### src/rtl/sc_pkg.sv
`timescale 1ns/1ps
package sc_pkg;
  typedef enum logic [2:0] {
    SC_IDLE,
    SC_IO_RD,
    SC_NC_RD,
    SC_WB,
    SC_FILL,
    SC_FILL_END,
    SC_FLUSH
  } sc_state_e;
endpackage

### src/rtl/sc_tag_store.sv
`timescale 1ns/1ps
module sc_tag_store #(
  parameter int LINES = 16,
  parameter int TAG_W = 4
) (
  input  logic                     clk,
  input  logic                     rst_ni,
  input  logic [$clog2(LINES)-1:0] lk_idx,
  output logic                     lk_valid,
  output logic                     lk_dirty,
  output logic [TAG_W-1:0]         lk_tag,
  input  logic                     we,
  input  logic [$clog2(LINES)-1:0] w_idx,
  input  logic                     w_valid,
  input  logic                     w_dirty,
  input  logic [TAG_W-1:0]         w_tag
);
  logic [LINES-1:0] valid_vec;
  logic [LINES-1:0] dirty_vec;
  logic [TAG_W-1:0] tag_arr [LINES];

  for (genvar i = 0; i < LINES; i++) begin : g_line
    logic             v_q, d_q;
    logic [TAG_W-1:0] t_q;
    logic             sel;
    assign sel = we && (w_idx == i[$clog2(LINES)-1:0]);

    always_ff @(posedge clk or negedge rst_ni) begin
      if (!rst_ni) begin
        v_q <= 1'b0;
        d_q <= 1'b0;
      end else if (sel) begin
        v_q <= w_valid;
        d_q <= w_dirty;
      end
    end

    always_ff @(posedge clk) begin
      if (sel) t_q <= w_tag;
    end

    assign valid_vec[i] = v_q;
    assign dirty_vec[i] = d_q;
    assign tag_arr[i]   = t_q;
  end

  assign lk_valid = valid_vec[lk_idx];
  assign lk_dirty = dirty_vec[lk_idx];
  assign lk_tag   = tag_arr[lk_idx];
endmodule

### src/rtl/sc_data_store.sv
`timescale 1ns/1ps
module sc_data_store #(
  parameter int LINES = 16,
  parameter int WORDS = 4,
  parameter int DW    = 32
) (
  input  logic                     clk,
  input  logic [$clog2(LINES)-1:0] r_idx,
  input  logic [$clog2(WORDS)-1:0] r_off,
  output logic [DW-1:0]            r_data,
  input  logic                     we,
  input  logic [$clog2(LINES)-1:0] w_idx,
  input  logic [$clog2(WORDS)-1:0] w_off,
  input  logic [DW-1:0]            w_data
);
  localparam int IDX_W = $clog2(LINES);
  localparam int OFF_W = $clog2(WORDS);
  localparam int N     = LINES * WORDS;

  logic [DW-1:0] word_arr [N];

  for (genvar i = 0; i < N; i++) begin : g_word
    logic [DW-1:0] q;
    always_ff @(posedge clk) begin
      if (we && ({w_idx, w_off} == i[IDX_W+OFF_W-1:0])) q <= w_data;
    end
    assign word_arr[i] = q;
  end

  assign r_data = word_arr[{r_idx, r_off}];
endmodule

### src/rtl/snoop_cache.sv
`timescale 1ns/1ps
module snoop_cache
  import sc_pkg::*;
#(
  parameter int             AW    = 10,
  parameter int             DW    = 32,
  parameter int             LINES = 16,
  parameter int             WORDS = 4,
  parameter logic [AW-1:0]  NC_LO = 10'h380,
  parameter logic [AW-1:0]  NC_HI = 10'h3BF
) (
  input  logic          clk,
  input  logic          rst_n,
  input  logic          cpu_req,
  input  logic          cpu_we,
  input  logic [AW-1:0] cpu_addr,
  input  logic [DW-1:0] cpu_wdata,
  output logic [DW-1:0] cpu_rdata,
  output logic          cpu_ready,
  input  logic          io_req,
  input  logic          io_we,
  input  logic [AW-1:0] io_addr,
  input  logic [DW-1:0] io_wdata,
  output logic [DW-1:0] io_rdata,
  output logic          io_ack,
  input  logic          flush_req,
  output logic          flush_done,
  output logic          mem_req,
  output logic          mem_we,
  output logic [AW-1:0] mem_addr,
  output logic [DW-1:0] mem_wdata,
  input  logic [DW-1:0] mem_rdata
);
  localparam int IDX_W = $clog2(LINES);
  localparam int OFF_W = $clog2(WORDS);
  localparam int TAG_W = AW - IDX_W - OFF_W;
  localparam logic [IDX_W-1:0] LAST_LINE = IDX_W'(LINES - 1);
  localparam logic [OFF_W-1:0] LAST_BEAT = OFF_W'(WORDS - 1);

  // reset: asserted asynchronously, released on the clock
  logic rst_s0_q, rst_ni;
  always_ff @(posedge clk or negedge rst_n) begin
    if (!rst_n) begin
      rst_s0_q <= 1'b0;
      rst_ni   <= 1'b0;
    end else begin
      rst_s0_q <= 1'b1;
      rst_ni   <= rst_s0_q;
    end
  end

  // address fields
  logic [TAG_W-1:0] cpu_tag, io_tag;
  logic [IDX_W-1:0] cpu_idx, io_idx;
  logic [OFF_W-1:0] cpu_off, io_off;
  logic             cpu_nc;
  assign {cpu_tag, cpu_idx, cpu_off} = cpu_addr;
  assign {io_tag, io_idx, io_off}    = io_addr;
  assign cpu_nc = (cpu_addr >= NC_LO) && (cpu_addr <= NC_HI);

  // state
  sc_state_e        state_q, state_d, ret_q, ret_d;
  logic [OFF_W-1:0] beat_q, beat_d;
  logic [IDX_W-1:0] line_q, line_d;

  // store interfaces
  logic [IDX_W-1:0] lk_idx;
  logic             lk_valid, lk_dirty;
  logic [TAG_W-1:0] lk_tag;
  logic             tg_we, tg_wvalid, tg_wdirty;
  logic [IDX_W-1:0] tg_widx;
  logic [TAG_W-1:0] tg_wtag;
  logic [IDX_W-1:0] rd_idx;
  logic [OFF_W-1:0] rd_off;
  logic [DW-1:0]    rd_data;
  logic             dat_we;
  logic [IDX_W-1:0] dat_widx;
  logic [OFF_W-1:0] dat_woff;
  logic [DW-1:0]    dat_wdata;

  sc_tag_store #(.LINES(LINES), .TAG_W(TAG_W)) u_tags (
    .clk(clk), .rst_ni(rst_ni),
    .lk_idx(lk_idx), .lk_valid(lk_valid), .lk_dirty(lk_dirty), .lk_tag(lk_tag),
    .we(tg_we), .w_idx(tg_widx), .w_valid(tg_wvalid), .w_dirty(tg_wdirty), .w_tag(tg_wtag)
  );

  sc_data_store #(.LINES(LINES), .WORDS(WORDS), .DW(DW)) u_data (
    .clk(clk),
    .r_idx(rd_idx), .r_off(rd_off), .r_data(rd_data),
    .we(dat_we), .w_idx(dat_widx), .w_off(dat_woff), .w_data(dat_wdata)
  );

  // lookup port selection: the snoop has the tag array first when idle
  always_comb begin
    unique case (state_q)
      SC_IDLE:             lk_idx = io_req ? io_idx : cpu_idx;
      SC_WB, SC_FLUSH:     lk_idx = line_q;
      default:             lk_idx = cpu_idx;
    endcase
    if (state_q == SC_WB) begin
      rd_idx = line_q;
      rd_off = beat_q;
    end else if (io_req) begin
      rd_idx = io_idx;
      rd_off = io_off;
    end else begin
      rd_idx = cpu_idx;
      rd_off = cpu_off;
    end
  end

  assign cpu_rdata = (state_q == SC_NC_RD) ? mem_rdata : rd_data;
  assign io_rdata  = (state_q == SC_IO_RD) ? mem_rdata : rd_data;

  // next-state and outputs
  always_comb begin
    state_d    = state_q;
    ret_d      = ret_q;
    beat_d     = beat_q;
    line_d     = line_q;
    cpu_ready  = 1'b0;
    io_ack     = 1'b0;
    flush_done = 1'b0;
    mem_req    = 1'b0;
    mem_we     = 1'b0;
    mem_addr   = cpu_addr;
    mem_wdata  = cpu_wdata;
    tg_we      = 1'b0;
    tg_widx    = lk_idx;
    tg_wvalid  = 1'b0;
    tg_wdirty  = 1'b0;
    tg_wtag    = lk_tag;
    dat_we     = 1'b0;
    dat_widx   = cpu_idx;
    dat_woff   = cpu_off;
    dat_wdata  = cpu_wdata;

    unique case (state_q)
      SC_IDLE: begin
        if (io_req) begin
          if (lk_valid && lk_tag == io_tag && lk_dirty) begin
            if (io_we) begin
              line_d  = io_idx;
              beat_d  = '0;
              ret_d   = SC_IDLE;
              state_d = SC_WB;
            end else begin
              io_ack = 1'b1;
            end
          end else if (io_we) begin
            mem_req   = 1'b1;
            mem_we    = 1'b1;
            mem_addr  = io_addr;
            mem_wdata = io_wdata;
            io_ack    = 1'b1;
            if (lk_valid && lk_tag == io_tag) begin
              tg_we = 1'b1;
            end
          end else begin
            mem_req  = 1'b1;
            mem_addr = io_addr;
            state_d  = SC_IO_RD;
          end
        end else if (flush_req) begin
          line_d  = '0;
          state_d = SC_FLUSH;
        end else if (cpu_req) begin
          if (cpu_nc) begin
            mem_req = 1'b1;
            mem_we  = cpu_we;
            if (cpu_we) cpu_ready = 1'b1;
            else        state_d   = SC_NC_RD;
          end else if (lk_valid && lk_tag == cpu_tag) begin
            cpu_ready = 1'b1;
            if (cpu_we) begin
              dat_we    = 1'b1;
              tg_we     = 1'b1;
              tg_wvalid = 1'b1;
              tg_wdirty = 1'b1;
            end
          end else if (lk_valid && lk_dirty) begin
            line_d  = cpu_idx;
            beat_d  = '0;
            ret_d   = SC_IDLE;
            state_d = SC_WB;
          end else begin
            tg_we   = 1'b1;
            tg_wtag = cpu_tag;
            beat_d  = '0;
            state_d = SC_FILL;
          end
        end
      end
      SC_IO_RD: begin
        io_ack  = 1'b1;
        state_d = SC_IDLE;
      end
      SC_NC_RD: begin
        cpu_ready = 1'b1;
        state_d   = SC_IDLE;
      end
      SC_WB: begin
        mem_req   = 1'b1;
        mem_we    = 1'b1;
        mem_addr  = {lk_tag, line_q, beat_q};
        mem_wdata = rd_data;
        beat_d    = beat_q + 1'b1;
        if (beat_q == LAST_BEAT) begin
          tg_we     = 1'b1;
          tg_wvalid = lk_valid;
          state_d   = ret_q;
        end
      end
      SC_FILL: begin
        mem_req  = 1'b1;
        mem_addr = {cpu_tag, cpu_idx, beat_q};
        beat_d   = beat_q + 1'b1;
        if (beat_q != '0) begin
          dat_we    = 1'b1;
          dat_woff  = beat_q - 1'b1;
          dat_wdata = mem_rdata;
        end
        if (beat_q == LAST_BEAT) state_d = SC_FILL_END;
      end
      SC_FILL_END: begin
        dat_we    = 1'b1;
        dat_woff  = LAST_BEAT;
        dat_wdata = mem_rdata;
        tg_we     = 1'b1;
        tg_wvalid = 1'b1;
        tg_wtag   = cpu_tag;
        state_d   = SC_IDLE;
      end
      SC_FLUSH: begin
        if (lk_valid && lk_dirty) begin
          beat_d  = '0;
          ret_d   = SC_FLUSH;
          state_d = SC_WB;
        end else begin
          tg_we = 1'b1;
          if (line_q == LAST_LINE) begin
            flush_done = 1'b1;
            state_d    = SC_IDLE;
          end else begin
            line_d = line_q + 1'b1;
          end
        end
      end
      default: state_d = SC_IDLE;
    endcase
  end

  always_ff @(posedge clk or negedge rst_ni) begin
    if (!rst_ni) begin
      state_q <= SC_IDLE;
      ret_q   <= SC_IDLE;
      beat_q  <= '0;
      line_q  <= '0;
    end else begin
      state_q <= state_d;
      ret_q   <= ret_d;
      beat_q  <= beat_d;
      line_q  <= line_d;
    end
  end
endmodule

### config.mk
export PLATFORM = sky130hd
export DESIGN_NAME = snoop_cache
export DESIGN_NICKNAME = d
export VERILOG_FILES = /design/src/rtl/sc_pkg.sv /design/src/rtl/sc_tag_store.sv /design/src/rtl/sc_data_store.sv /design/src/rtl/snoop_cache.sv
export SDC_FILE = /design/constraint.sdc
export NUM_CORES = 2
export LEC_CHECK = 0
export BUFFER_PORTS_ARGS = -buffer_cell sky130_fd_sc_hd__buf_4
export CORE_MARGIN = 1.5
export CORE_UTILIZATION = 47
export DETAILED_ROUTE_END_ITERATION = 12
export GPL_TIMING_DRIVEN = 0
export SLEW_MARGIN = 20
export SYNTH_ARGS = -nofsm -noshare
export SYNTH_HDL_FRONTEND = slang
export SYNTH_SLANG_ARGS = --single-unit
### constraint.sdc
create_clock -name clk -period 9.05 [get_ports clk]
set_input_delay 1.81 -clock clk [delete_from_list [all_inputs] [get_ports clk]]
set_output_delay 1.81 -clock clk [all_outputs]
set_load 0.05 [all_outputs]
Word-level counts from Yosys, hierarchy flattened
Index checks and enable logic that the tools add are counted.
- bits in registers: 2158
- bits of input ports: 123
- logic and storage cells: 462
- add/sub/neg operators: 3
- magnitude comparators: 5
- equal/unequal tests: 109
- muxes and demuxes: 128
- bitwise gates (word level): 2
- reductions and logical operators: 97
- operators by type and width (cell ; number):
    32-bit two-way mux ; 8
    32-bit binary-select mux with 6-bit select ; 1
    6-bit equality test, second input constant ; 32
    32-bit case mux with 2 select lines ; 2
    6-bit by 5-bit equality test with 1-bit output, second input constant ; 16
    1-bit logical AND ; 85
    4-bit two-way mux ; 20
    3-bit two-way mux ; 23
    6-bit by 4-bit equality test with 1-bit output, second input constant ; 8
    1-bit two-way mux ; 43
    4-bit equality test, second input constant ; 9
    10-bit case mux with 3 select lines ; 1
    6-bit by 3-bit equality test with 1-bit output, second input constant ; 4
    3-bit inequality test, second input constant ; 8
    4-bit inequality test, second input constant ; 6
    4-bit case mux with 2 select lines ; 3
    2-bit two-way mux ; 11
    10-bit two-way mux ; 2
    9-bit AND reduction ; 2
    4-bit binary-select mux with 4-bit select ; 1
    4-bit by 3-bit equality test with 1-bit output, second input constant ; 4
    8-bit AND reduction ; 2
    6-bit by 2-bit equality test with 1-bit output, second input constant ; 2
    3-bit case mux with 4 select lines ; 1
    other kinds (34) ; 50

Longest topological paths before layout
- depth in word-level cells: 16
- gate-level depth with buffers: 17
- depth with buffers taken out: 13

Modules after synthesis
Synthesis repeated with hierarchy kept, for this count alone.
- cells, all modules: 4055
- area total of the unflattened synthesis: 85243.0 um^2
- by module, submodules not included (module ; instances ; cells an instance ; area each (um^2) ; sequential area each (um^2)):
    sc_data_store ; 1 ; 3348 ; 77652.0 ; 61499.0
    sc_tag_store ; 1 ; 206 ; 3990.1 ; 2722.6
    snoop_cache ; 1 ; 501 ; 3601.0 ; 300.3

Worst setup path after synthesis
Ideal clock, no wire load.
- kind: input to register
- start point: in io_req
- end point: reg u_data.g_word[11].q[0] (enable)
- library setup time: 0.461 ns
- arrival: 6.988 ns
- data required time: 8.589 ns
- slack: 1.601 ns
- cell stages on the path: 14
- cells stage by stage: or4b_4 o221a_1 buf_2 and3_1 a32o_1 nor4_4 xnor2_1 and3_1 and4_1 buf_4 nand2_1 a22o_1 buf_2 nor3_1
- longest elaborated chain between the ends: 15
- elaborated cells between the ends (all ways): 17
- classes of those cells: eq/ne (1); mux (13); bitwise (1); reduce/logical (2)
- ends and longest elaborated chain (item ; line ; text):
    start, declared ; snoop_cache.sv:20 ; input logic io_req,
    4-bit two-way mux ; snoop_cache.sv:96 ; SC_IDLE: lk_idx = io_req ? io_idx : cpu_idx;
    4-bit case mux with 2 select lines ; snoop_cache.sv:95 ; unique case (state_q)
    4-bit NOT with 5-bit output (not written as such) ; sc_tag_store.sv:49 ; assign lk_tag = tag_arr[lk_idx];
    4-bit binary-select mux with 4-bit select ; sc_tag_store.sv:49 ;
    4-bit two-way mux (not written as such) (2 in a row) ; sc_tag_store.sv:49 ;
    4-bit equality test ; snoop_cache.sv:173 ; end else if (lk_valid && lk_tag == cpu_tag) begin
    1-bit logical AND ; snoop_cache.sv:173 ;
    1-bit two-way mux ; snoop_cache.sv:173 ;
    1-bit two-way mux ; snoop_cache.sv:168 ; if (cpu_nc) begin
    1-bit two-way mux ; snoop_cache.sv:167 ; end else if (cpu_req) begin
    1-bit two-way mux ; snoop_cache.sv:164 ; end else if (flush_req) begin
    1-bit two-way mux (*) ; snoop_cache.sv:140 ; if (io_req) begin
    1-bit case mux with 3 select lines (*) ; snoop_cache.sv:138 ; unique case (state_q)
    1-bit logical AND (*) ; sc_data_store.sv:25 ; if (we && ({w_idx, w_off} == i[IDX_W+OFF_W-1:0])) q <= w_data;
    end signal, assigned ; sc_data_store.sv:25 ;
    end, declared ; sc_data_store.sv:23 ; logic [DW-1:0] q;
Mark *: on every way between the ends. The rest lies on a longest branch, timed or not. The select of a mux whose other input is x is not followed.
A chain may end at the register's enable or synchronous reset.

Worst setup path after layout
- start point: in io_req
- end point: out mem_wdata[24]
- longest elaborated chain between the ends: 12
- elaborated cells between the ends (all ways): 23
- classes of those cells: eq/ne (1); mux (18); bitwise (2); reduce/logical (2)
- ends and longest elaborated chain (item ; line ; text):
    4-bit two-way mux ; snoop_cache.sv:96, snoop_cache.sv:103 ;
    4-bit case mux with 2 select lines ; snoop_cache.sv:95 ;
    4-bit NOT with 5-bit output (not written as such) ; sc_tag_store.sv:49 ;
    4-bit binary-select mux with 4-bit select ; sc_tag_store.sv:49 ;
    4-bit two-way mux (not written as such) (2 in a row) ; sc_tag_store.sv:49 ;
    4-bit equality test ; snoop_cache.sv:141 ; if (lk_valid && lk_tag == io_tag && lk_dirty) begin
    1-bit logical AND (2 in a row) ; snoop_cache.sv:141 ;
    32-bit two-way mux ; snoop_cache.sv:141 ;
    32-bit two-way mux ; snoop_cache.sv:140 ;
    32-bit case mux with 2 select lines (*) ; snoop_cache.sv:138 ;
    end, declared ; snoop_cache.sv:31 ; output logic [DW-1:0] mem_wdata,
Marks and branches as above.

==> impl_results.md <==
* DRC errors left at 0
* Highest clock rate at 110 MHz
* YS warnings at 0
* Port Buffers at 230
* Cell Count, Final, Fillers Out at 7552
* Core area at 183000 um2
* Required @ worst endpoint at 7.24 ns
* Detailed Route WL at 255000 um
* Slew @ Worst Pin at 1.21 ns
* Grt total ovfl at 0
* Netlist cell types at 84
* EDFF count, synth at 2112
* Crit. End Element: primary output
* GPL Wtd Cong at 0.924
* MaxCap Viol Count at 0
* Via count at 46700
* Crit path kind: primary input to primary output
* TritonCTS Buffers at 215
* Clock Skew at 0.0331 ns
* Max H-tree Level at 4
* Layout cell share with drive strength beyond 1 at 32.3%
* Failing checks: negative setup slack
* Largest net degree at the start of global routing at 65
* Pwr dens at 274 nW/um2
* Number of post-CTS setup repair buffers at 0
* Filler instances at 13900
* Clk Latency, worst-skew pair at 0.85 ns
* Most frequent cells in the layout: edfxtp_1 (2112), mux4_2 (512), buf_4 (362)
* Sequential area share after synthesis at 74.3%
* Via count of the first global-routing pass at 46200
* Clock buffer depth at 3
* Commonest register cell after synthesis: edfxtp_1
* Num Clock Sinks at 2156
* Via density per instance at 6.18
* Syn nets at 4366
* Worst Hold Class: flip-flop to asynchronous set/reset pin
* Util after Layout at 55.7%
* P_leak at 33.3 nW
* Reg clk slew, reported paths at 0.06 ns
* Most common cell after layout, fill and taps aside: edfxtp_1
* Root buffer cell: clkbuf_16
* Num rows at 157
* Final Slew Violations at 0
* Synthesis-to-finish area growth at 17.5%
* Fin nets at 5030
* Pre-CTS WS at -0.999 ns
* Syn avg cell area at 20.5 um2
* Placed cell count at 7150
* Synth Cell Area at 86800 um2
* Final worst-path cycle share at 101%
* Overall Power at 28.0 mW
* Die ar. at 187000 um2
* Setup crit start kind: primary input
* Final setup viols at 7
* Worst vdd ir at 0.000223 V
* Slew HR at 19.1%
* Die X at 433 um
* Setup ws final at -0.0483 ns
* Crit path DAT at 7.29 ns
* Footprint of the multi-input gates at 21800 um2
* Period minus WS final at 9.10 ns
* Initial core utilization at 47.4%
* Synth Register Bits at 2156
* Total track usage at 27.3%
* Initial DRC Count at 6165
* Status: finished, violations left
* Asr flop ratio synth at 2.04%
* DR WL/cell at 33.7 um
* Initial antenna violation count at 14
* Num ports at 234
* ANT nets after route at 0
* RSZ-0062 raised after global routing: true
* Die Span Y at 433 um
* First-pass GRT wire length at 355000 um
* Synth Instances at 4239
* DRT Pass-1 Iters at 5
* Final hold viol count at 0
* CP max FO at 10
* TritonCTS clock tree: done
* Total area of sequential cells at 64500 um2
* Dpl hpwl at 177000 um
[cell families after synthesis]
| kind of cell | after synthesis | synth area share (%) |
|---|---|---|
| flops | 2156 | 74.3 |
| mux | 810 | 17.0 |
| compound gates | 570 | 4.50 |
| simple gates | 410 | 2.67 |
| buf+inv | 278 | 1.34 |
| xor+xnor | 10 | 0.101 |
| fa+ha+maj | 4 | 0.0576 |
| other cells | 1 | 0.00432 |
[cells in the mapped netlist (all sizes together), types with 5 or more instances]
| cell | count | area (um2) |
|---|---|---|
| nor4 | 6 | 104 |
| nor2 | 72 | 280 |
| clkbuf | 154 | 578 |
| mux2 | 142 | 1680 |
| inv | 11 | 41.3 |
| a32o | 12 | 120 |
| o22ai | 16 | 100 |
| a22o | 37 | 324 |
| nand2 | 84 | 328 |
| a31oi | 6 | 43.8 |
| buf | 112 | 541 |
| dfrtp | 44 | 1100 |
| a21o | 37 | 285 |
| nand4 | 6 | 65.1 |
| nand2b | 5 | 31.3 |
| o211ai | 5 | 37.5 |
| o21ai | 42 | 210 |
| nor3 | 41 | 205 |
| mux4 | 512 | 11500 |
| a211oi | 229 | 1720 |
| a21oi | 156 | 781 |
| and3 | 25 | 206 |
| mux2i | 156 | 1560 |
| edfxtp | 2112 | 63400 |
| xnor2 | 9 | 78.8 |
| nor2b | 134 | 838 |
| nand3 | 18 | 90.1 |
[timing repair]
| item | 4_1_cts | 5_1_grt |
|---|---|---|
| hold buffers | 0 | 0 |
| pin swaps | 0 | 0 |
| endpoints found under the setup margin | 96 | 22 |
| resized for setup | 58 | 14 |
[path summary, 6_finish.rpt]
check | from | cells after the start | slack, ns | end
max in group asynchronous | rst_n | 1 | 8.21 | rst_ni
worst max-delay path | io_req | 17 | -0.05 | mem_wdata[24]
worst min-delay path | rst_ni | 0 | 0.17 | u_tags.g_line[8].v_q
worst max register to register | state_q[0] | 19 | 2.48 | u_data.g_word[25].q[12]
min in group clk | rst_s0_q | 0 | 0.35 | rst_ni
worst min register to register | rst_ni | 0 | 0.17 | u_tags.g_line[8].v_q
[routing by layer]
| metal | up-vias | GRT usage [%] | routed length [um] |
|---|---|---|---|
| met5 | - | 0 | 0 |
| met4 | 0 | 13.6 | 14600 |
| met3 | 434 | 4.26 | 17700 |
| met2 | 2053 | 43.4 | 122000 |
| met1 | 25000 | 36.9 | 99800 |
| li1 | 19200 | - | - |
[critical path, stage by stage]
cell,delay [ns]
buf_4,0.11
buf_2,0.26
mux2i_1,0.28
nand2_1,0.10
o21ai_2,0.30
clkbuf_4,0.43
buf_16,0.18
buf_2,0.47
buf_1,0.67
mux4_2,0.34
mux2i_1,0.12
a211oi_1,0.86
a211oi_1,0.30
a21oi_1,0.50
a22o_1,0.21
a21o_1,0.08
buf_4,0.19
[power by group]
group	leakage (nW)	internal (mW)	total (mW)	switching (mW)
clock	3.37	5.01	8.81	3.80
combinational	10.3	2.10	6.99	4.88
sequential	19.6	12.1	12.2	0.0840
[layout make-up]
class	count	share of cell area, %
antenna	6	0.0147
buffer	266	1.23
clock buffer	269	5.56
clock inverter	127	1.20
inverter	12	0.0441
multi-input combinational	1805	21.4
sequential	2156	63.2
tap	2464	3.02
timing repair buffer	447	4.34
[per-stage QoR]
step | cell area, um2 | setup TNS, ns | hold slack (ns)
after floorplan | 86800 | 0 | 0.331
after global placement | 91600 | -3331.05 | 0.336
after detailed placement | 94900 | -46.76 | 0.182
after CTS | 102000 | 0 | 0.188
after global routing | 102000 | -0.0228 | 0.202
final | 102000 | -0.235 | 0.171
[state kept, by name, summed over array words and instances, names as in the netlist, 2 cells and up]
signal / count
u_tags.g_line.t_q: 64
u_tags.g_line.d_q: 16
u_tags.g_line.v_q: 16
beat_q: 2
state_q: 3
u_data.g_word.q: 2048
line_q: 4
(Power assumes the default switching activity.)
